--- src/rtl/membus_pkg.sv ---
// Shared types for the byte-wide bus splitter.
// Assumes active-low host strobes; write enable outranks output enable.
package membus_pkg;

    typedef enum logic [1:0] {
        ACC_NONE  = 2'd0,
        ACC_READ  = 2'd1,
        ACC_WRITE = 2'd2
    } acc_kind_e;

    // Classify one bus cycle from the three host strobes.
    function automatic acc_kind_e classify(input logic ce_n,
                                           input logic oe_n,
                                           input logic we_n);
        if (ce_n)
            return ACC_NONE;
        else if (!we_n)
            return ACC_WRITE;
        else if (!oe_n)
            return ACC_READ;
        else
            return ACC_NONE;
    endfunction

endpackage

--- src/rtl/membus_window_decode.sv ---
// Address window decoder.
// Claims the lowest 2**WIN_BITS addresses for the on-chip register file and
// marks offsets at or above USER_BASE as user storage.
// Assumes ADDR_W > WIN_BITS and USER_BASE < 2**WIN_BITS.
module membus_window_decode #(
    parameter int ADDR_W    = 17,
    parameter int WIN_BITS  = 6,
    parameter int USER_BASE = 14
) (
    input  logic [ADDR_W-1:0]   addr,
    output logic                in_win,
    output logic                user,
    output logic [WIN_BITS-1:0] off
);
    localparam int HI_W = ADDR_W - WIN_BITS;
    localparam logic [WIN_BITS-1:0] USER_LO = WIN_BITS'(USER_BASE);

    logic [HI_W-1:0] hi_bits;

    // Split the address into page and offset, and test page zero.
    always_comb begin
        hi_bits = addr[ADDR_W-1:WIN_BITS];
        off     = addr[WIN_BITS-1:0];
        in_win  = (hi_bits == '0);
        user    = in_win && (off >= USER_LO);
    end

endmodule

--- src/rtl/membus_guard.sv ---
// Supply-fail guard.
// Arms on reset or on a sampled supply fault. Disarms only at an edge that
// sees a good supply with the host chip enable idle, so no partial cycle
// is released.
module membus_guard (
    input  logic clk,
    input  logic rst_n,
    input  logic supply_ok,
    input  logic host_ce_n,
    output logic allow
);
    logic armed;

    // Track the fault latch; release needs an idle bus and a good supply.
    always_ff @(posedge clk) begin
        if (!rst_n)
            armed <= 1'b1;
        else if (!supply_ok)
            armed <= 1'b1;
        else if (host_ce_n)
            armed <= 1'b0;
    end

    // Grant access only with a live supply and the latch cleared.
    always_comb allow = supply_ok && !armed;

    // an edge that saw a fault keeps the guard shut in the next cycle.
    a_r10_fault_holds: assert property (@(posedge clk) disable iff (!rst_n)
        $past(!supply_ok) |-> !allow);

    // the first cycle after reset is always blocked.
    a_r11_reset_arms: assert property (@(posedge clk) disable iff (!rst_n)
        $past(!rst_n) |-> !allow);

endmodule

--- src/rtl/membus_steer.sv ---
// Strobe steering.
// Routes a classified host cycle either to the on-chip strobes or to the
// external enables, all qualified by the guard's allow signal.
module membus_steer
    import membus_pkg::*;
(
    input  logic allow,
    input  logic in_win,
    input  logic host_ce_n,
    input  logic host_oe_n,
    input  logic host_we_n,
    output logic ext_ce_n,
    output logic ext_oe_n,
    output logic int_rd,
    output logic int_wr
);
    acc_kind_e kind;

    // Reduce the strobes to one access kind with write priority.
    always_comb kind = classify(host_ce_n, host_oe_n, host_we_n);

    // Drive external enables and on-chip strobes from kind and window.
    always_comb begin
        ext_ce_n = !(allow && !host_ce_n);
        ext_oe_n = !(allow && (kind == ACC_READ) && !in_win);
        int_rd   = allow && (kind == ACC_READ) && in_win;
        int_wr   = allow && (kind == ACC_WRITE) && in_win;
    end

endmodule

--- src/rtl/membus_gate.sv ---
// Top of the byte-wide bus splitter.
// Decodes the on-chip window, guards against supply faults and steers host
// strobes to the register file or the external SRAM.
// Assumes the host strobes are already synchronous to clk.
module membus_gate #(
    parameter int ADDR_W    = 17,
    parameter int WIN_BITS  = 6,
    parameter int USER_BASE = 14
) (
    input  logic                clk,
    input  logic                rst_n,
    input  logic                supply_ok,
    input  logic                host_ce_n,
    input  logic                host_oe_n,
    input  logic                host_we_n,
    input  logic [ADDR_W-1:0]   host_addr,
    output logic                ext_ce_n,
    output logic                ext_oe_n,
    output logic                int_rd,
    output logic                int_wr,
    output logic [WIN_BITS-1:0] int_addr,
    output logic                int_user
);
    logic in_win;
    logic allow;

    membus_window_decode #(
        .ADDR_W   (ADDR_W),
        .WIN_BITS (WIN_BITS),
        .USER_BASE(USER_BASE)
    ) u_decode (
        .addr  (host_addr),
        .in_win(in_win),
        .user  (int_user),
        .off   (int_addr)
    );

    membus_guard u_guard (
        .clk      (clk),
        .rst_n    (rst_n),
        .supply_ok(supply_ok),
        .host_ce_n(host_ce_n),
        .allow    (allow)
    );

    membus_steer u_steer (
        .allow    (allow),
        .in_win   (in_win),
        .host_ce_n(host_ce_n),
        .host_oe_n(host_oe_n),
        .host_we_n(host_we_n),
        .ext_ce_n (ext_ce_n),
        .ext_oe_n (ext_oe_n),
        .int_rd   (int_rd),
        .int_wr   (int_wr)
    );

    // the external memory never drives on an on-chip address.
    a_r2_oe_quiet_in_window: assert property (@(posedge clk) disable iff (!rst_n)
        (host_addr[ADDR_W-1:WIN_BITS] == '0) |-> ext_oe_n);

    // a write never opens a read path.
    a_r6_write_wins: assert property (@(posedge clk) disable iff (!rst_n)
        !host_we_n |-> (ext_oe_n && !int_rd));

    // an idle chip enable produces no activity.
    a_r8_idle_quiet: assert property (@(posedge clk) disable iff (!rst_n)
        host_ce_n |-> (ext_ce_n && ext_oe_n && !int_rd && !int_wr));

    // a bad supply blocks everything in the same cycle.
    a_r9_supply_block: assert property (@(posedge clk) disable iff (!rst_n)
        !supply_ok |-> (ext_ce_n && ext_oe_n && !int_rd && !int_wr));

    // at most one on-chip strobe at a time.
    a_r4_one_strobe: assert property (@(posedge clk) disable iff (!rst_n)
        $onehot0({int_rd, int_wr}));

endmodule

--- config.mk ---
export PLATFORM = sky130hd
export DESIGN_NAME = membus_gate
export DESIGN_NICKNAME = d
export VERILOG_FILES = /design/src/rtl/membus_pkg.sv /design/src/rtl/membus_window_decode.sv /design/src/rtl/membus_guard.sv /design/src/rtl/membus_steer.sv /design/src/rtl/membus_gate.sv
export SDC_FILE = /design/constraint.sdc
export NUM_CORES = 1
export LEC_CHECK = 0
export CAP_MARGIN = 40
export CORE_AREA = 5 5 42 44
export CTS_BUF_LIST = sky130_fd_sc_hd__clkbuf_2
export DETAILED_ROUTE_END_ITERATION = 10
export DIE_AREA = 0 0 47 49
export PLACE_DENSITY = 0.64
export RECOVER_POWER = 100
export SYNTH_ARGS = -nofsm -noshare
export SYNTH_HDL_FRONTEND = slang
export SYNTH_SLANG_ARGS = --single-unit
export TNS_END_PERCENT = 1
--- constraint.sdc ---
create_clock -name clk -period 1.4 [get_ports clk]
set_clock_uncertainty 0.15 [all_clocks]
set_input_delay 0.28 -clock clk [delete_from_list [all_inputs] [get_ports clk]]
set_output_delay 0.28 -clock clk [all_outputs]
set_load 0.1 [all_outputs]
Yosys cells after proc, flatten, opt, wreduce, memory -nomap -nowiden
Cells that the tools add are included.
{ "totals": {"ff_bits": 1, "elab_cells": 22} }
{ "op_classes": {"muxes": 3, "n_reduce_logical": 15, "eq_ne": 2, "n_lt_le_gt_ge": 1} }
{ "op_table": {"columns": ["cell", "count"], "rows": [
  ["11-bit logical NOT", 1],
  ["1-bit logical AND", 8],
  ["6-bit by 4-bit greater-or-equal comparator with 1-bit output (second input constant)", 1],
  ["1-bit logical NOT", 5],
  ["2-bit 2-to-1 mux", 2],
  ["2-bit by 1-bit == test with 1-bit output (second input constant)", 1],
  ["2-bit == test (second input constant)", 1],
  ["2-bit AND reduction", 1],
  ["1-bit 2-to-1 mux", 1]
]} }

Logic depth before layout (Yosys ltp)
Gate-level depths: netlist (run 1).
{ "depth": {"depth_word": 7, "depth_mapped": 3, "ltp_nobuf": 3} }

By module
From an unflattened synthesis (run 1), not the netlist that was laid out.
{ "hier_totals": {"cells_unflattened": 21, "hier_area_um2": 177.7} }
{ "by_module_without_submodules": {"columns": ["mod", "area_each_um2", "n_inst", "cells_each"], "rows": [
  ["membus_window_decode", 86.3, 1, 12],
  ["membus_steer", 46.3, 1, 5],
  ["membus_guard", 45.0, 1, 4]
]} }

Least setup slack after synthesis (run 1)
Ideal clock, no wire load.
{ "synth_timing": {"kind": "register to output", "from": "register u_guard.armed", "to": "output port int_wr", "arrival_ps": 2940, "path_stages_with_launch": 3, "slack_ps": -1970, "t_required_ps": 970, "path_cell_list": "dfxtp_1 or3b_4 nor3_1"} }
{ "synth_via": {"elab_chain_cells": 4} }
{ "synth_lines": {"columns": ["item", "line", "source"], "rows": [
  ["start: declaration", "membus_guard.sv:12", "logic armed;"],
  ["start signal: assignment", "membus_guard.sv:17", "armed <= 1'b1;"],
  ["start signal: assignment", "membus_guard.sv:19", "armed <= 1'b1;"],
  ["start signal: assignment", "membus_guard.sv:21", "armed <= 1'b0;"],
  ["1-bit logical NOT", "membus_guard.sv:25", "always_comb allow = supply_ok && !armed;"],
  ["1-bit logical AND", "membus_guard.sv:25", null],
  ["1-bit logical AND (2 in a row)", "membus_steer.sv:27", "int_wr = allow && (kind == ACC_WRITE) && in_win;"],
  ["end: declaration", "membus_gate.sv:20", "output logic int_wr,"]
]} }
Every way passes these cells.

Final worst setup path (run 1)
{ "layout_timing": {"from": "input port host_ce_n", "to": "output port int_rd"} }
{ "layout_via": {"elab_chain_cells": 4} }
{ "layout_lines": {"columns": ["item", "line", "source"], "rows": [
  ["start: declaration", "membus_gate.sv:13", "input logic host_ce_n,"],
  ["2-bit 2-to-1 mux", "membus_pkg.sv:15", "if (ce_n)"],
  ["2-bit by 1-bit == test with 1-bit output", "membus_steer.sv:26", "int_rd = allow && (kind == ACC_READ) && in_win;"],
  ["1-bit logical AND (2 in a row)", "membus_steer.sv:26", null],
  ["end: declaration", "membus_gate.sv:19", "output logic int_rd,"]
]} }
Every way passes these cells.

==> results of run 1 <==
cells in the final DEF (no fill, tap or decap):
master	synthesis	routed
dlygate4sd2_1	0	7
buf_12	0	5
nor2_4	0	1
clkbuf_2	0	1
nor3_2	0	1
nor3b_4	0	1
buf_2	0	5
clkdlybuf4s15_1	0	3
buf_6	0	7
dlygate4sd3_1	0	1
clkdlybuf4s15_2	0	1
dfxtp_1	1	1
or3b_4	1	1
dlymetal6s2s_1	0	1
nand3_2	0	1
inv_1	1	1
nor3_4	0	1
nor2b_4	0	1
clkbuf_4	0	1
nor4_4	0	1
a311oi_1	1	1
nor4_2	0	1
nand2_2	0	1
clkdlybuf4s50_1	0	1
o211ai_1	1	1
buf_4	6	7
kinds of logic (layout without fill, tap and decap cells):
group	after synthesis	in the layout	share of synthesized area (%)
AO/OA/AOI/OAI	2	2	10.8
AND/OR/NAND/NOR	10	10	43.3
flip-flops	1	1	13.3
buffers and inverters	7	41	32.5
critical path, delay by kind of cell:
family	cells	cell delay, ns
buffers and inverters	2	0.27
AND/OR/NAND/NOR	3	0.80
final cells by class:
| class | count | area, sq um | share of cell area [%] |
|---|---|---|---|
| Timing Repair Buffer | 40 | 404 | 67.9 |
| Multi-Input combinational cell | 12 | 148 | 24.8 |
| Sequential cell | 1 | 20.0 | 3.36 |
| Tap cell | 16 | 20.0 | 3.36 |
| Inverter | 1 | 3.75 | 0.630 |
per-stage QoR:
stage	setup WS [ns]	std cells	utilization, %	TNS [ns]
2_1_floorplan	-0.684	20	-	-2.17
3_5_place_dp	-0.770	70	46.3	-3.63
5_1_grt	-0.419	70	42.5	-1.63
4_1_cts	-0.397	70	45.8	-1.57
3_3_place_gp	-0.744	70	46.3	-3.52
6_report	-0.377	70	42.5	-1.45
power breakdown:
group | switching [mW] | internal, mW
logic | 0.0902 | 0.0664
registers | 0.000642 | 0.0305
clock network | 0 | 0
routing by layer:
layer  vias to the layer above  global-route usage [%]  wire length (um)
li1                        135                       -                 -
met1                       119                    5.25               213
met2                        19                    14.0               454
met3                         0                    1.11               118
met4                         0                       0                 0
met5                         -                       0                 0
cell usage after synthesis, drive strengths merged:
cell type / count / share of area, %
nand2: 1 / 2.5
buf: 6 / 30
or3b: 1 / 7.5
nand3: 1 / 3.3
nor2b: 1 / 4.2
nor3b: 1 / 8.3
nor3: 2 / 6.7
o211ai: 1 / 5.0
dfxtp: 1 / 13
a311oi: 1 / 5.8
nor2: 1 / 2.5
inv: 1 / 2.5
nor4: 2 / 8.3
final timing paths:
| path | slack, ns | cells after the start | endpoint | startpoint |
|---|---|---|---|---|
| max reg2reg | 0.66 | 2 | u_guard.armed | u_guard.armed |
| min | 0.34 | 2 | u_guard.armed | host_ce_n |
| max | -0.38 | 5 | int_rd | host_ce_n |
| min reg2reg | 0.34 | 2 | u_guard.armed | u_guard.armed |
repair_timing:
item                                    in CTS  in global routing
buffers inserted                             0                  0
endpoints found under the setup margin      10                  5
pin swaps                                    8                  5
resized for setup                           42                  5
==> flow_metrics.env, run 1 <==
export IMPL_outcome="complete, but fails checks"
export IMPL_violations="negative setup slack"
export IMPL_yosysSeqAreaShare_pct=13.3
export IMPL_max_stage_delay_ns=0.39
export IMPL_syn_inst=20
export IMPL_track_usage_pct=6.26
export IMPL_crit_type="primary input to output pin"
export IMPL_final_max_slew_viol_count=0
export IMPL_ir_worst_vdd_v=0.0000913
export IMPL_grt_pass1_vias=295
export IMPL_yosys_warnings=0
export IMPL_postCtsHoldBufs=0
export IMPL_finalCritPeriodShare_pct=127
export IMPL_critical_path_max_fanout=2
export IMPL_reg_top3="u_guard.armed (1)"
export IMPL_netlist_area_sq_um=150
export IMPL_synth_nets=43
export IMPL_io_pins=34
export IMPL_first_pass_iters=2
export IMPL_p_per_area_nw_per_um2=315
export IMPL_vias=273
export IMPL_cp_end_kind="output pin"
export IMPL_grt_overflow=0
export IMPL_die_h_um=49
export IMPL_antenna_found_initial=0
export IMPL_avgSynthCellArea_sq_um=7.51
export IMPL_io_buffers=31
export IMPL_routed_wl_um=786
export IMPL_hpwl_um=731
export IMPL_relSlewSlack_pct=80.0
export IMPL_p_leak_nw=0.273
export IMPL_largest_reg_flops=1
export IMPL_via_per_inst=3.90
export IMPL_hold_viol=0
export IMPL_area_delta_synth_final_pct=297
export IMPL_fmax_mhz=563
export IMPL_min_period_ns=1.78
export IMPL_hold_class="primary input to register"
export IMPL_crit_chain="buf_6 -> or3b_4 -> nor3b_4 -> nor2b_4 -> buf_12"
export IMPL_critPathLaunchType="primary input"
export IMPL_drc_errors=0
export IMPL_ant_nets=0
export IMPL_synth_cell_types=13
export IMPL_placed_area_sq_um=649
export IMPL_clk_pin_slew_ns=0
export IMPL_tightest_slew_ns=0.302
export IMPL_globalplace_congestion=0.622
export IMPL_die_w_um=47
export IMPL_critPathRequiredTime_ns=0.97
export IMPL_critPathArrivalTime_ns=1.35
export IMPL_max_cap_violations=0
export IMPL_whs_ns=0.336
export IMPL_rsz0062_at_grt="true"
export IMPL_rows=14
export IMPL_p_total_mw=0.188
export IMPL_final_area_sq_um=596
export IMPL_cp_slowest_cell="or3b_4"
export IMPL_n_fill_cell=154
export IMPL_setup_viol=5
export IMPL_wire_per_inst_um=11.2
export IMPL_ys_ff_latch=1
export IMPL_drt_initial_drc_count=1
export IMPL_worst_slack_ns=-0.377
export IMPL_n_antenna_cell=0
export IMPL_top_register="u_guard.armed"
export IMPL_grt_max_degree=4
export IMPL_clk_latency_ns=0
export IMPL_layout_drive_gt1_share_pct=68.5
export IMPL_grt_pass1_wl_um=1140
export IMPL_die_area_sq_um=2300
export IMPL_nNetsFinal=79
export IMPL_start_util_pct=10.7
export IMPL_core_area_sq_um=1400
Note: power is estimated with default switching activity, not from simulation.
==> run 2, diff against run 1 <==
--- a/config.mk
+++ b/config.mk
@@ -12,6 +12,8 @@
 export DIE_AREA = 0 0 47 49
 export PLACE_DENSITY = 0.64
 export RECOVER_POWER = 100
+export SETUP_SLACK_MARGIN = 0.5
+export SLEW_MARGIN = 5
 export SYNTH_ARGS = -nofsm -noshare
 export SYNTH_HDL_FRONTEND = slang
 export SYNTH_SLANG_ARGS = --single-unit
==> flow_metrics.env, run 2 (synthesis gave the netlist of run 1 again) <==
export IMPL_outcome="complete, but fails checks"
export IMPL_violations="negative setup slack"
export IMPL_die_area_sq_um=2300
export IMPL_relSlewSlack_pct=64.0
export IMPL_fmax_mhz=563
export IMPL_hpwl_um=731
export IMPL_die_w_um=47
export IMPL_io_buffers=31
export IMPL_cp_end_kind="output pin"
export IMPL_critPathTopFamily="simple AND/OR/NAND/NOR gates"
export IMPL_antenna_found_initial=0
export IMPL_critical_path_max_fanout=2
export IMPL_crit_type="primary input to output pin"
export IMPL_min_period_ns=1.78
export IMPL_core_area_sq_um=1400
export IMPL_first_pass_iters=4
export IMPL_hold_viol=0
export IMPL_via_per_inst=3.99
export IMPL_grt_pass1_vias=301
export IMPL_nNetsFinal=79
export IMPL_crit_buf_inv=2
export IMPL_track_usage_pct=6.33
export IMPL_rows=14
export IMPL_largest_reg_flops=1
export IMPL_critPathArrivalTime_ns=1.35
export IMPL_setup_viol=5
export IMPL_routed_wl_um=809
export IMPL_whs_ns=0.336
export IMPL_n_antenna_cell=0
export IMPL_rsz0062_at_grt="true"
export IMPL_p_total_mw=0.193
export IMPL_die_h_um=49
export IMPL_crit_chain="buf_6 -> or3b_4 -> nor3b_4 -> nor2b_4 -> buf_12"
export IMPL_clk_latency_ns=0
export IMPL_ant_nets=0
export IMPL_drc_errors=0
export IMPL_mostFrequentLayoutCell="buf_6"
export IMPL_reg_top3="u_guard.armed (1)"
export IMPL_max_stage_delay_ns=0.38
export IMPL_critPathLaunchType="primary input"
export IMPL_io_pins=34
export IMPL_hold_class="primary input to register"
export IMPL_top_register="u_guard.armed"
export IMPL_vias=279
export IMPL_grt_overflow=0
export IMPL_worst_slack_ns=-0.376
export IMPL_start_util_pct=10.7
export IMPL_layout_common_cells="buf_6 (11), buf_2 (5), buf_12 (5)"
export IMPL_dp_cells=70
export IMPL_p_leak_nw=0.278
export IMPL_cp_slowest_cell="or3b_4"
export IMPL_n_fill_cell=149
export IMPL_clk_pin_slew_ns=0
export IMPL_postCtsHoldBufs=0
export IMPL_drt_initial_drc_count=3
export IMPL_final_max_slew_viol_count=0
export IMPL_wire_per_inst_um=11.6
export IMPL_p_per_area_nw_per_um2=318
export IMPL_layout_drive_gt1_share_pct=77.8
export IMPL_globalplace_congestion=0.622
export IMPL_critPathRequiredTime_ns=0.97
export IMPL_grt_pass1_wl_um=1150
export IMPL_stdcell_count=70
export IMPL_tightest_slew_ns=0.543
export IMPL_area_delta_synth_final_pct=305
export IMPL_finalCritPeriodShare_pct=127
export IMPL_place_ws_ns=-0.770
export IMPL_max_cap_violations=0
export IMPL_grt_max_degree=4
export IMPL_ir_worst_vdd_v=0.0000900
export IMPL_fin_tns_setup_ns=-1.45
run 2: cell count changes in the layout (fill, tap and decap cells not counted), sizes merged:
cell	change
clkbuf	+4
dlygate4sd3	-1
dlygate4sd2	-4
buf	+1
run 2: power by group:
group          internal [mW]  switching, mW
sequential            0.0305       0.000642
clock                      0              0
combinational         0.0715         0.0905
total                  0.102         0.0911
run 2: what timing repair did:
| action | in CTS | in global routing |
|---|---|---|
| buffers inserted | 0 | 0 |
| setup endpoints to repair | 11 | 10 |
| hold endpoints to repair | 0 | 0 |
| gates resized for setup | 68 | 5 |
| pin swaps | 9 | 5 |
| gates cloned | 0 | 0 |
run 2: path summary, 6_finish.rpt:
path / start / to / slack, ns / cells after the start
max: host_ce_n / int_rd / -0.38 / 5
min: host_ce_n / u_guard.armed / 0.34 / 2
max reg2reg: u_guard.armed / u_guard.armed / 0.66 / 2
min reg2reg: u_guard.armed / u_guard.armed / 0.34 / 2
run 2: stage by stage:
| stage | utilization, % | cell area [sq um] |
|---|---|---|
| floorplan | - | 196 |
| global placement | 46.3 | 649 |
| detailed placement | 46.3 | 649 |
| CTS | 47.9 | 672 |
| global route | 43.4 | 608 |
| finish | 43.4 | 608 |
run 2: final cells by class:
type | count | area, sq um | area share [%]
flip-flops and latches | 1 | 20.0 | 3.29
well taps | 16 | 20.0 | 3.29
inverters | 1 | 3.75 | 0.617
repair buffers | 40 | 417 | 68.5
multi-input cells | 12 | 148 | 24.3
run 2: routing by layer:
layer | wire length (um) | up-vias | part of all wire (%) | GRT usage (%)
li1 | - | 135 | - | -
met2 | 467 | 19 | 58 | 14.3
met3 | 132 | 0 | 16 | 1.11
met5 | 0 | - | 0 | 0
met1 | 209 | 125 | 26 | 5.25
met4 | 0 | 0 | 0 | 0
